[src/rtl/evt_pkg.sv]
// Shared constants for the event status channel controller.
// Assumes bit positions are below the event width.
package evt_pkg;
    localparam int EV_WIDTH_DEF  = 16;
    localparam int PC_WIDTH_DEF  = 18;
    localparam int STALL_BIT_DEF = 1;
    localparam int TIMER_BIT_DEF = 5;
    localparam int LOCK_BIT_DEF  = 10;
    localparam int PC_STEP       = 4;
endpackage

[src/rtl/evt_sources.sv]
// Conditions the event sources into one raise vector.
// Tracks reservation-held and stall-outstanding state; inputs are single-cycle pulses.
module evt_sources #(
    parameter int EVW       = evt_pkg::EV_WIDTH_DEF,
    parameter int STALL_BIT = evt_pkg::STALL_BIT_DEF,
    parameter int TIMER_BIT = evt_pkg::TIMER_BIT_DEF,
    parameter int LOCK_BIT  = evt_pkg::LOCK_BIT_DEF
) (
    input  logic           clk,
    input  logic           rst_n,
    input  logic [EVW-1:0] ev_raise,
    input  logic           dec_underflow,
    input  logic           resv_acquire,
    input  logic           resv_lost,
    input  logic           stall_note,
    input  logic           stall_release,
    output logic [EVW-1:0] raise_all,
    output logic           resv_held
);
    logic stall_busy_q;
    logic resv_q;

    // Reservation tracking: loss wins over a same-cycle acquire.
    always_ff @(posedge clk) begin
        if (!rst_n)            resv_q <= 1'b0;
        else if (resv_lost)    resv_q <= 1'b0;
        else if (resv_acquire) resv_q <= 1'b1;
    end

    // Outstanding stall tracking: a note wins over a same-cycle release.
    always_ff @(posedge clk) begin
        if (!rst_n)             stall_busy_q <= 1'b0;
        else if (stall_note)    stall_busy_q <= 1'b1;
        else if (stall_release) stall_busy_q <= 1'b0;
    end

    // Merge all sources into one raise vector.
    always_comb begin
        raise_all = ev_raise;
        if (dec_underflow)              raise_all[TIMER_BIT] = 1'b1;
        if (resv_lost && resv_q)        raise_all[LOCK_BIT]  = 1'b1;
        if (stall_note && !stall_busy_q) raise_all[STALL_BIT] = 1'b1;
    end

    assign resv_held = resv_q;
endmodule

[src/rtl/evt_state.sv]
// Holds pending bits, mask and the sticky channel count.
// Order inside a cycle: acknowledge, then raise (raise wins), read clears count, then set rules.
module evt_state #(
    parameter int EVW = evt_pkg::EV_WIDTH_DEF
) (
    input  logic           clk,
    input  logic           rst_n,
    input  logic [EVW-1:0] raise_all,
    input  logic           mask_we,
    input  logic [EVW-1:0] mask_wdata,
    input  logic           ack_we,
    input  logic [EVW-1:0] ack_wdata,
    input  logic           rd_fire,
    output logic [EVW-1:0] pending,
    output logic [EVW-1:0] mask,
    output logic           count,
    output logic           raise_hit
);
    logic [EVW-1:0] pend_q, mask_q, pend_n, mask_n, ack_bits;
    logic           count_q, count_n, still_live;

    // Next-state computation for pending, mask and count.
    always_comb begin
        ack_bits   = ack_we ? ack_wdata : '0;
        mask_n     = mask_we ? mask_wdata : mask_q;
        pend_n     = (pend_q & ~ack_bits) | raise_all;
        raise_hit  = |(raise_all & mask_n);
        still_live = |(pend_n & mask_n);
        count_n    = rd_fire ? 1'b0 : count_q;
        if ((mask_we || ack_we) && still_live) count_n = 1'b1;
        if (raise_hit)                         count_n = 1'b1;
    end

    // State registers.
    always_ff @(posedge clk) begin
        if (!rst_n) begin
            pend_q  <= '0;
            mask_q  <= '0;
            count_q <= 1'b0;
        end else begin
            pend_q  <= pend_n;
            mask_q  <= mask_n;
            count_q <= count_n;
        end
    end

    assign pending = pend_q;
    assign mask    = mask_q;
    assign count   = count_q;
endmodule

[src/rtl/evt_reader.sv]
// Status read port with blocking: a read at count 0 waits and stalls.
// Read data is the masked pending set of the cycle in which the read fires.
module evt_reader #(
    parameter int EVW = evt_pkg::EV_WIDTH_DEF
) (
    input  logic           clk,
    input  logic           rst_n,
    input  logic           rd_req,
    input  logic           count,
    input  logic [EVW-1:0] pending,
    input  logic [EVW-1:0] mask,
    input  logic           raise_hit,
    output logic           rd_fire,
    output logic           rd_valid,
    output logic [EVW-1:0] rd_data,
    output logic           stall,
    output logic           wake
);
    logic           waiting_q, valid_q, wake_q;
    logic [EVW-1:0] data_q;

    assign rd_fire = (rd_req || waiting_q) && count;

    // Waiting flag, read result and wake pulse.
    always_ff @(posedge clk) begin
        if (!rst_n) begin
            waiting_q <= 1'b0;
            valid_q   <= 1'b0;
            data_q    <= '0;
            wake_q    <= 1'b0;
        end else begin
            valid_q <= rd_fire;
            wake_q  <= waiting_q && raise_hit;
            if (rd_fire) begin
                data_q    <= pending & mask;
                waiting_q <= 1'b0;
            end else if (rd_req) begin
                waiting_q <= 1'b1;
            end
        end
    end

    assign rd_valid = valid_q;
    assign rd_data  = data_q;
    assign stall    = waiting_q;
    assign wake     = wake_q;
endmodule

[src/rtl/evt_irq.sv]
// Interrupt take: count and enable give a pulse, save next address, drop enable.
// The take wins over an enable write in the same cycle.
module evt_irq #(
    parameter int PCW = evt_pkg::PC_WIDTH_DEF
) (
    input  logic           clk,
    input  logic           rst_n,
    input  logic           count,
    input  logic           int_en_we,
    input  logic           int_en_wdata,
    input  logic [PCW-1:0] cur_pc,
    output logic           irq,
    output logic [PCW-1:0] save_pc,
    output logic           int_en
);
    localparam logic [PCW-1:0] STEP = PCW'(evt_pkg::PC_STEP);

    logic           en_q, irq_q, take;
    logic [PCW-1:0] save_q;

    assign take = count && en_q;

    // Enable, save register and interrupt pulse.
    always_ff @(posedge clk) begin
        if (!rst_n) begin
            en_q   <= 1'b0;
            irq_q  <= 1'b0;
            save_q <= '0;
        end else begin
            irq_q <= take;
            if (take) begin
                en_q   <= 1'b0;
                save_q <= cur_pc + STEP;
            end else if (int_en_we) begin
                en_q <= int_en_wdata;
            end
        end
    end

    assign irq     = irq_q;
    assign save_pc = save_q;
    assign int_en  = en_q;
endmodule

[src/rtl/evt_chan_ctrl.sv]
// Top of the event status channel controller: sources, state, reader, interrupt.
// Assumes all strobes and source pulses are synchronous to clk.
module evt_chan_ctrl #(
    parameter int EVW = evt_pkg::EV_WIDTH_DEF,
    parameter int PCW = evt_pkg::PC_WIDTH_DEF
) (
    input  logic           clk,
    input  logic           rst_n,
    input  logic [EVW-1:0] ev_raise,
    input  logic           dec_underflow,
    input  logic           resv_acquire,
    input  logic           resv_lost,
    input  logic           stall_note,
    input  logic           stall_release,
    input  logic           mask_we,
    input  logic [EVW-1:0] mask_wdata,
    input  logic           ack_we,
    input  logic [EVW-1:0] ack_wdata,
    input  logic           rd_req,
    output logic           rd_valid,
    output logic [EVW-1:0] rd_data,
    output logic [EVW-1:0] mask_rd,
    output logic           chan_count,
    output logic           stall,
    output logic           wake,
    input  logic           int_en_we,
    input  logic           int_en_wdata,
    input  logic [PCW-1:0] cur_pc,
    output logic           irq,
    output logic [PCW-1:0] save_pc,
    output logic           int_en,
    output logic           resv_held
);
    logic [EVW-1:0] raise_all, pending, mask;
    logic           count, raise_hit, rd_fire;

    evt_sources #(.EVW(EVW)) u_src (
        .clk(clk), .rst_n(rst_n), .ev_raise(ev_raise),
        .dec_underflow(dec_underflow), .resv_acquire(resv_acquire),
        .resv_lost(resv_lost), .stall_note(stall_note),
        .stall_release(stall_release), .raise_all(raise_all),
        .resv_held(resv_held)
    );

    evt_state #(.EVW(EVW)) u_state (
        .clk(clk), .rst_n(rst_n), .raise_all(raise_all),
        .mask_we(mask_we), .mask_wdata(mask_wdata),
        .ack_we(ack_we), .ack_wdata(ack_wdata), .rd_fire(rd_fire),
        .pending(pending), .mask(mask), .count(count), .raise_hit(raise_hit)
    );

    evt_reader #(.EVW(EVW)) u_rd (
        .clk(clk), .rst_n(rst_n), .rd_req(rd_req), .count(count),
        .pending(pending), .mask(mask), .raise_hit(raise_hit),
        .rd_fire(rd_fire), .rd_valid(rd_valid), .rd_data(rd_data),
        .stall(stall), .wake(wake)
    );

    evt_irq #(.PCW(PCW)) u_irq (
        .clk(clk), .rst_n(rst_n), .count(count),
        .int_en_we(int_en_we), .int_en_wdata(int_en_wdata),
        .cur_pc(cur_pc), .irq(irq), .save_pc(save_pc), .int_en(int_en)
    );

    assign mask_rd    = mask;
    assign chan_count = count;
endmodule

[config.mk]
export PLATFORM = sky130hd
export DESIGN_NAME = evt_chan_ctrl
export DESIGN_NICKNAME = d
export VERILOG_FILES = /design/src/rtl/evt_pkg.sv /design/src/rtl/evt_sources.sv /design/src/rtl/evt_state.sv /design/src/rtl/evt_reader.sv /design/src/rtl/evt_irq.sv /design/src/rtl/evt_chan_ctrl.sv
export SDC_FILE = /design/constraint.sdc
export NUM_CORES = 1
export LEC_CHECK = 0
export ABC_AREA = 0
export BUFFER_PORTS_ARGS = -buffer_cell sky130_fd_sc_hd__buf_4
export CAP_MARGIN = 40
export CORE_ASPECT_RATIO = 1.5
export CORE_MARGIN = 4
export CORE_UTILIZATION = 41
export DETAILED_ROUTE_END_ITERATION = 8
export GPL_ROUTABILITY_DRIVEN = 0
export PLACE_DENSITY_LB_ADDON = 0.1
export SLEW_MARGIN = 5
export SYNTH_ARGS = -nofsm -noshare
export SYNTH_HDL_FRONTEND = slang
export SYNTH_SLANG_ARGS = --single-unit
[constraint.sdc]
create_clock -name clk -period 1.7 [get_ports clk]
set_input_delay 0.085 -clock clk [delete_from_list [all_inputs] [get_ports clk]]
set_output_delay 0.085 -clock clk [all_outputs]
set_load 0.1 [all_outputs]
* Yosys cells after proc, flatten, opt, wreduce, memory -nomap -nowiden *
Cells that the tools add are included.

cells by class
  muxes and demuxes = 10
  add/sub/neg operators = 1
  reductions and logical operators = 16
  bitwise operators = 7

operators with widths
  kind                                           number
  bitwise AND 16 bit                             4
  two-way mux 16 bit                             2
  OR reduction 16 bit                            2
  adder 18 x 3 -> 18 bit, second input constant  1
  inverter 16 bit                                1
  bitwise OR 16 bit                              1
  two-way mux 1 bit                              8
  logical AND 1 bit                              6
  OR reduction 2 bit                             3
  nonzero test 3 bit                             1
  logical OR 1 bit                               2
  nonzero test 2 bit                             1
  zero test 1 bit                                1
  inverter 1 bit                                 1

storage, ports and cells
  register bits after elaboration = 74
  input port bits = 78
  output and inout bits = 57
  logic and storage cells = 46

* Depth between registers and ports, before layout *
  depth after elaboration = 9
  mapped depth = 7
  mapped depth without buffers = 5

* Hierarchy *
A second synthesis with hierarchy kept.

second synthesis, totals
  cell total of the unflattened synthesis = 342
  area total of the unflattened synthesis = 3,333.2 µm²

modules (own cells, without submodules)
  module       seq. area each (µm²)  cells an instance  area an instance (µm²)  times used
  evt_state    660.6                 140                1,486.4                 1
  evt_irq      400.4                 101                918.4                   1
  evt_reader   380.4                 78                 740.7                   1
  evt_sources  40.0                  23                 187.7                   1

* Worst setup path before layout *
OpenSTA, ideal clock, no wires.

  path kind = register -> register
  start = reg u_rd.waiting_q (netlist: u_rd.stall)
  end = reg u_rd.data_q[10] (netlist: u_rd.rd_data[10])
  period minus slack after synthesis = 2.122 ns
  buffers on the path = 2
  required time = 1.624 ns
  setup time = 0.076 ns
  data arrival time = 2.046 ns
  slack = -0.422 ns
  stages on the path, launching flop included = 7
  cells stage by stage = dfxtp_1 nor2_1 nor2b_1 clkbuf_1 clkbuf_1 nand3_1 a21boi_0

between the ends
  word-level cells in the longest chain between the ends = 2

RTL lines
  element                   line              source
  start: declaration        evt_reader.sv:19  logic waiting_q, valid_q, wake_q;
  start signal: assignment  evt_reader.sv:27  waiting_q <= 1'b0;
  start signal: assignment  evt_reader.sv:36  waiting_q <= 1'b0;
  start signal: assignment  evt_reader.sv:38  waiting_q <= 1'b1;
  logical OR 1 bit          evt_reader.sv:22  assign rd_fire = (rd_req || waiting_q) && count;
  logical AND 1 bit         evt_reader.sv:22
  end signal: assignment    evt_reader.sv:35  data_q <= pending & mask;
  end: declaration          evt_reader.sv:20  logic [EVW-1:0] data_q;

No other way between the ends.
A chain may end at the register's enable or synchronous reset.

* Final worst setup path *
  start = reg u_state.mask_q[12] (netlist: u_state.mask[12])
  end = reg u_state.count_q (netlist: u_state.count)

between the ends
  word-level cells in the longest chain between the ends = 6
  elaborated cells on any way between the ends = 9
  classes of those cells = mux: 3; bitwise: 2; reduce/logical: 4

RTL lines
  element                   line             source
  start: declaration        evt_state.sv:19  logic [EVW-1:0] pend_q, mask_q, pend_n, mask_n, ack_bits;
  start signal: assignment  evt_state.sv:42  mask_q <= mask_n;
  two-way mux 16 bit (*)    evt_state.sv:25  mask_n = mask_we ? mask_wdata : mask_q;
  bitwise AND 16 bit        evt_state.sv:28  still_live = |(pend_n & mask_n);
  OR reduction 16 bit       evt_state.sv:28
  logical AND 1 bit         evt_state.sv:30  if ((mask_we || ack_we) && still_live) count_n = 1'b1;
  two-way mux 1 bit         evt_state.sv:30
  two-way mux 1 bit         evt_state.sv:31  if (raise_hit) count_n = 1'b1;
  end signal: assignment    evt_state.sv:43  count_q <= count_n;
  end: declaration          evt_state.sv:20  logic count_q, count_n, still_live;

Mark *: on every way between the ends. The rest lies on a longest branch, timed or not.

==> results_dict.tcl <==
set metrics [dict create \
    drt_first_pass_iters 4 \
    ir_drop_mv 0.5400 \
    coreArea_mm2 0.007370 \
    p_leak_uw 0.002041 \
    setup_violations 0 \
    async_flop_share_pct 0 \
    arrival_ns 1.74 \
    cts_tree "done" \
    r2r_slack_ns 0.18 \
    grt_pass1_vias 3070 \
    min_from "resv_acquire" \
    overflow 0 \
    vias_per_cell 5.044 \
    p_per_area_mw_per_mm2 876.7 \
    post-route-period-util_pct 89.61 \
    max_freq_mhz 656.4 \
    maxCapViolations 0 \
    r2r_start "u_state.mask[12]" \
    fin_crit_ns 1.523 \
    synth_cells 325 \
    antenna_found_initial 0 \
    path_class "reg -> reg" \
    met3_length_um 718 \
    top_layer "met4" \
    drc 0 \
    clk_pin_slew_ns 0.07 \
    p_comb_share_pct 25.3 \
    cp_max_fo 3 \
    hold_viol_final 0 \
    synth_flop_cell "dfxtp_1" \
    antenna_cells 0 \
    final_common_cell "buf_4" \
    dieArea_mm2 0.009196 \
    ys_seq_area_share_pct 46.93 \
    drive_above_1_share_pct 40.53 \
    wl_met1_um 3415 \
    cts_setup_buffers 0 \
    totalPowerFinal_uw 4122 \
    io_pins 135 \
    clkPwrFrac_pct 29.3 \
    ys_ff_latch 74 \
    finalClockSkew_ns 0.007449 \
    wl_um 9301 \
    cp-start-kind "flop" \
    dp_hpwl_um 7064 \
    fin_nets 566 \
    worstMarginPinSlew_ns 0.6083 \
    root_buffer "clkbuf_8" \
    rsz0062_at_grt "false" \
    slew_viol_final 0 \
    fill_cells 678 \
    grt_pass1_wl_um 14580 \
    dieWidth_um 79.65 \
    syn-mean-instance-area_um2 9.713 \
    port_buffers 134 \
    yosysUniqueCellTypes 40 \
    required_ns 1.92 \
    grt_max_degree 38 \
    track_usage_pct 20.56 \
    mostFrequentLayoutCells "buf_4, dfxtp_1, nand2_1" \
    start_util_pct 42.84 \
    pwr-share-seq_pct 45.4 \
    vias 2981 \
    status "completed" \
    p_int_uw 2798 \
    p_sw_uw 1324 \
    die_h_um 115.5 \
    syn2layout_area_growth_pct 48.95 \
    cts.sinks 74 \
    yosys_warnings 0 \
    slew_headroom_pct 59.37 \
    synth_edf_count 0 \
    avgRoutedWirePerCell_um 15.74 \
    drt_iter0_markers 106 \
    cts_buffer_depth 2 \
    switching_share_pct 32.12 \
    met2WireLength_um 5023 \
    htree_levels 3 \
    clock_latency_ns 0.34 \
    syn_nets 404 \
    final_antenna_net_count 0 \
    num_rows 38 \
    holdWs_ns 0.02403 \
    cp-startpoint "u_state.mask[12]" \
    cts_buffers 9 \
    synthesis.area_mm2 0.003157 \
    critPathCaptureType "flop" \
    hold_path.class "in -> reg" \
]
## logic make-up (layout without fill, tap and decap cells)
| group | after synthesis | after routing | synth area share [%] |
|---|---|---|---|
| AOI/OAI and AO/OA | 98 | 98 | 22.20 |
| xor gates and xnor gates | 14 | 14 | 3.884 |
| adders and majority gates | 1 | 1 | 0.3963 |
| buffers and inverters | 17 | 183 | 2.854 |
| DFF | 74 | 74 | 46.93 |
| muxes | 17 | 17 | 7.095 |
| and+or+nand+nor | 104 | 104 | 16.65 |
## metal layers
layer | up-vias | track usage, %
li1 | 1477 | -
met1 | 1390 | 21.08
met2 | 102 | 38.48
met3 | 12 | 6.221
met4 | 0 | 7.913
met5 | - | 0
## per-stage QoR
stage	cell area, um^2	utilization, %	instances	setup TNS [ns]	worst slack [ns]
floorplan	3186	-	325	0	0.04722
global placement	4302	58.37	553	0	0.06465
detailed placement	4302	58.37	553	-0.03248	-0.03248
CTS	4702	63.80	591	0	0.1535
global route	4702	63.80	591	0	0.05465
finish	4702	63.80	591	0	0.1766
## state kept, by name, summed over array words and instances (netlist names), 16 cells and up
name             count
u_irq.save_pc       18
u_rd.rd_data        16
u_state.mask        16
u_state.pending     16
## worst paths after layout
| check | depth (start not counted) | endpoint |
|---|---|---|
| min | 3 | u_src.resv_held |
| max | 5 | u_state.count |
| min reg2reg | 2 | u_irq.save_pc[16] |
| max reg2reg | 5 | u_state.count |
## Yosys cell counts, types with 3 or more instances
cell,number,area [um^2]
dfxtp_1,74,1481
nand2_1,37,138.9
a21boi_0,32,240.2
o21ai_0,29,145.1
nand3_1,23,115.1
and2_1,17,106.4
o21a_1,15,112.6
clkbuf_1,11,41.29
mux2_4,9,135.1
nand4_1,8,50.05
mux2_2,7,78.83
xnor2_1,7,61.31
xor2_1,7,61.31
and3_1,5,31.28
nor2b_1,4,25.02
o21ai_1,4,20.02
a22o_1,3,26.28
a22oi_2,3,37.54
nor2_1,3,11.26
## power groups by stage
stage	combinational (uW)	sequential (uW)	clock, uW
3_5_place_dp	1000	1910	0
2_1_floorplan	279	2290	0
3_3_place_gp	996	1910	0
4_1_cts	1050	1870	1250
5_1_grt	1100	1880	1320
6_report	1040	1870	1210
## layout make-up
type                            count  area, um^2  share of cell area (%)
Sequential cell                    74        1510                   32.12
Inverter                            2       7.507                  0.1597
Clock buffer                       12       155.1                   3.300
Timing Repair Buffer              166        1304                   27.73
Tap cell                          100       125.1                   2.661
Multi-Input combinational cell    234        1585                   33.71
Clock inverter                      3       15.01                  0.3193
## critical path, stage by stage (launching register included)
cell     delay [ns]
dfxtp_2        0.33
mux2_2         0.28
a22oi_2        0.23
nand4_1        0.17
o41ai_2        0.30
o21ai_1        0.10
## timing repair
action | 4_1_cts | 5_1_grt
hold endpoints to repair | 21 | 0
gates resized for setup | 0 | 0
hold buffers | 23 | 0
No activity file was read; power rests on OpenSTA's default activity.
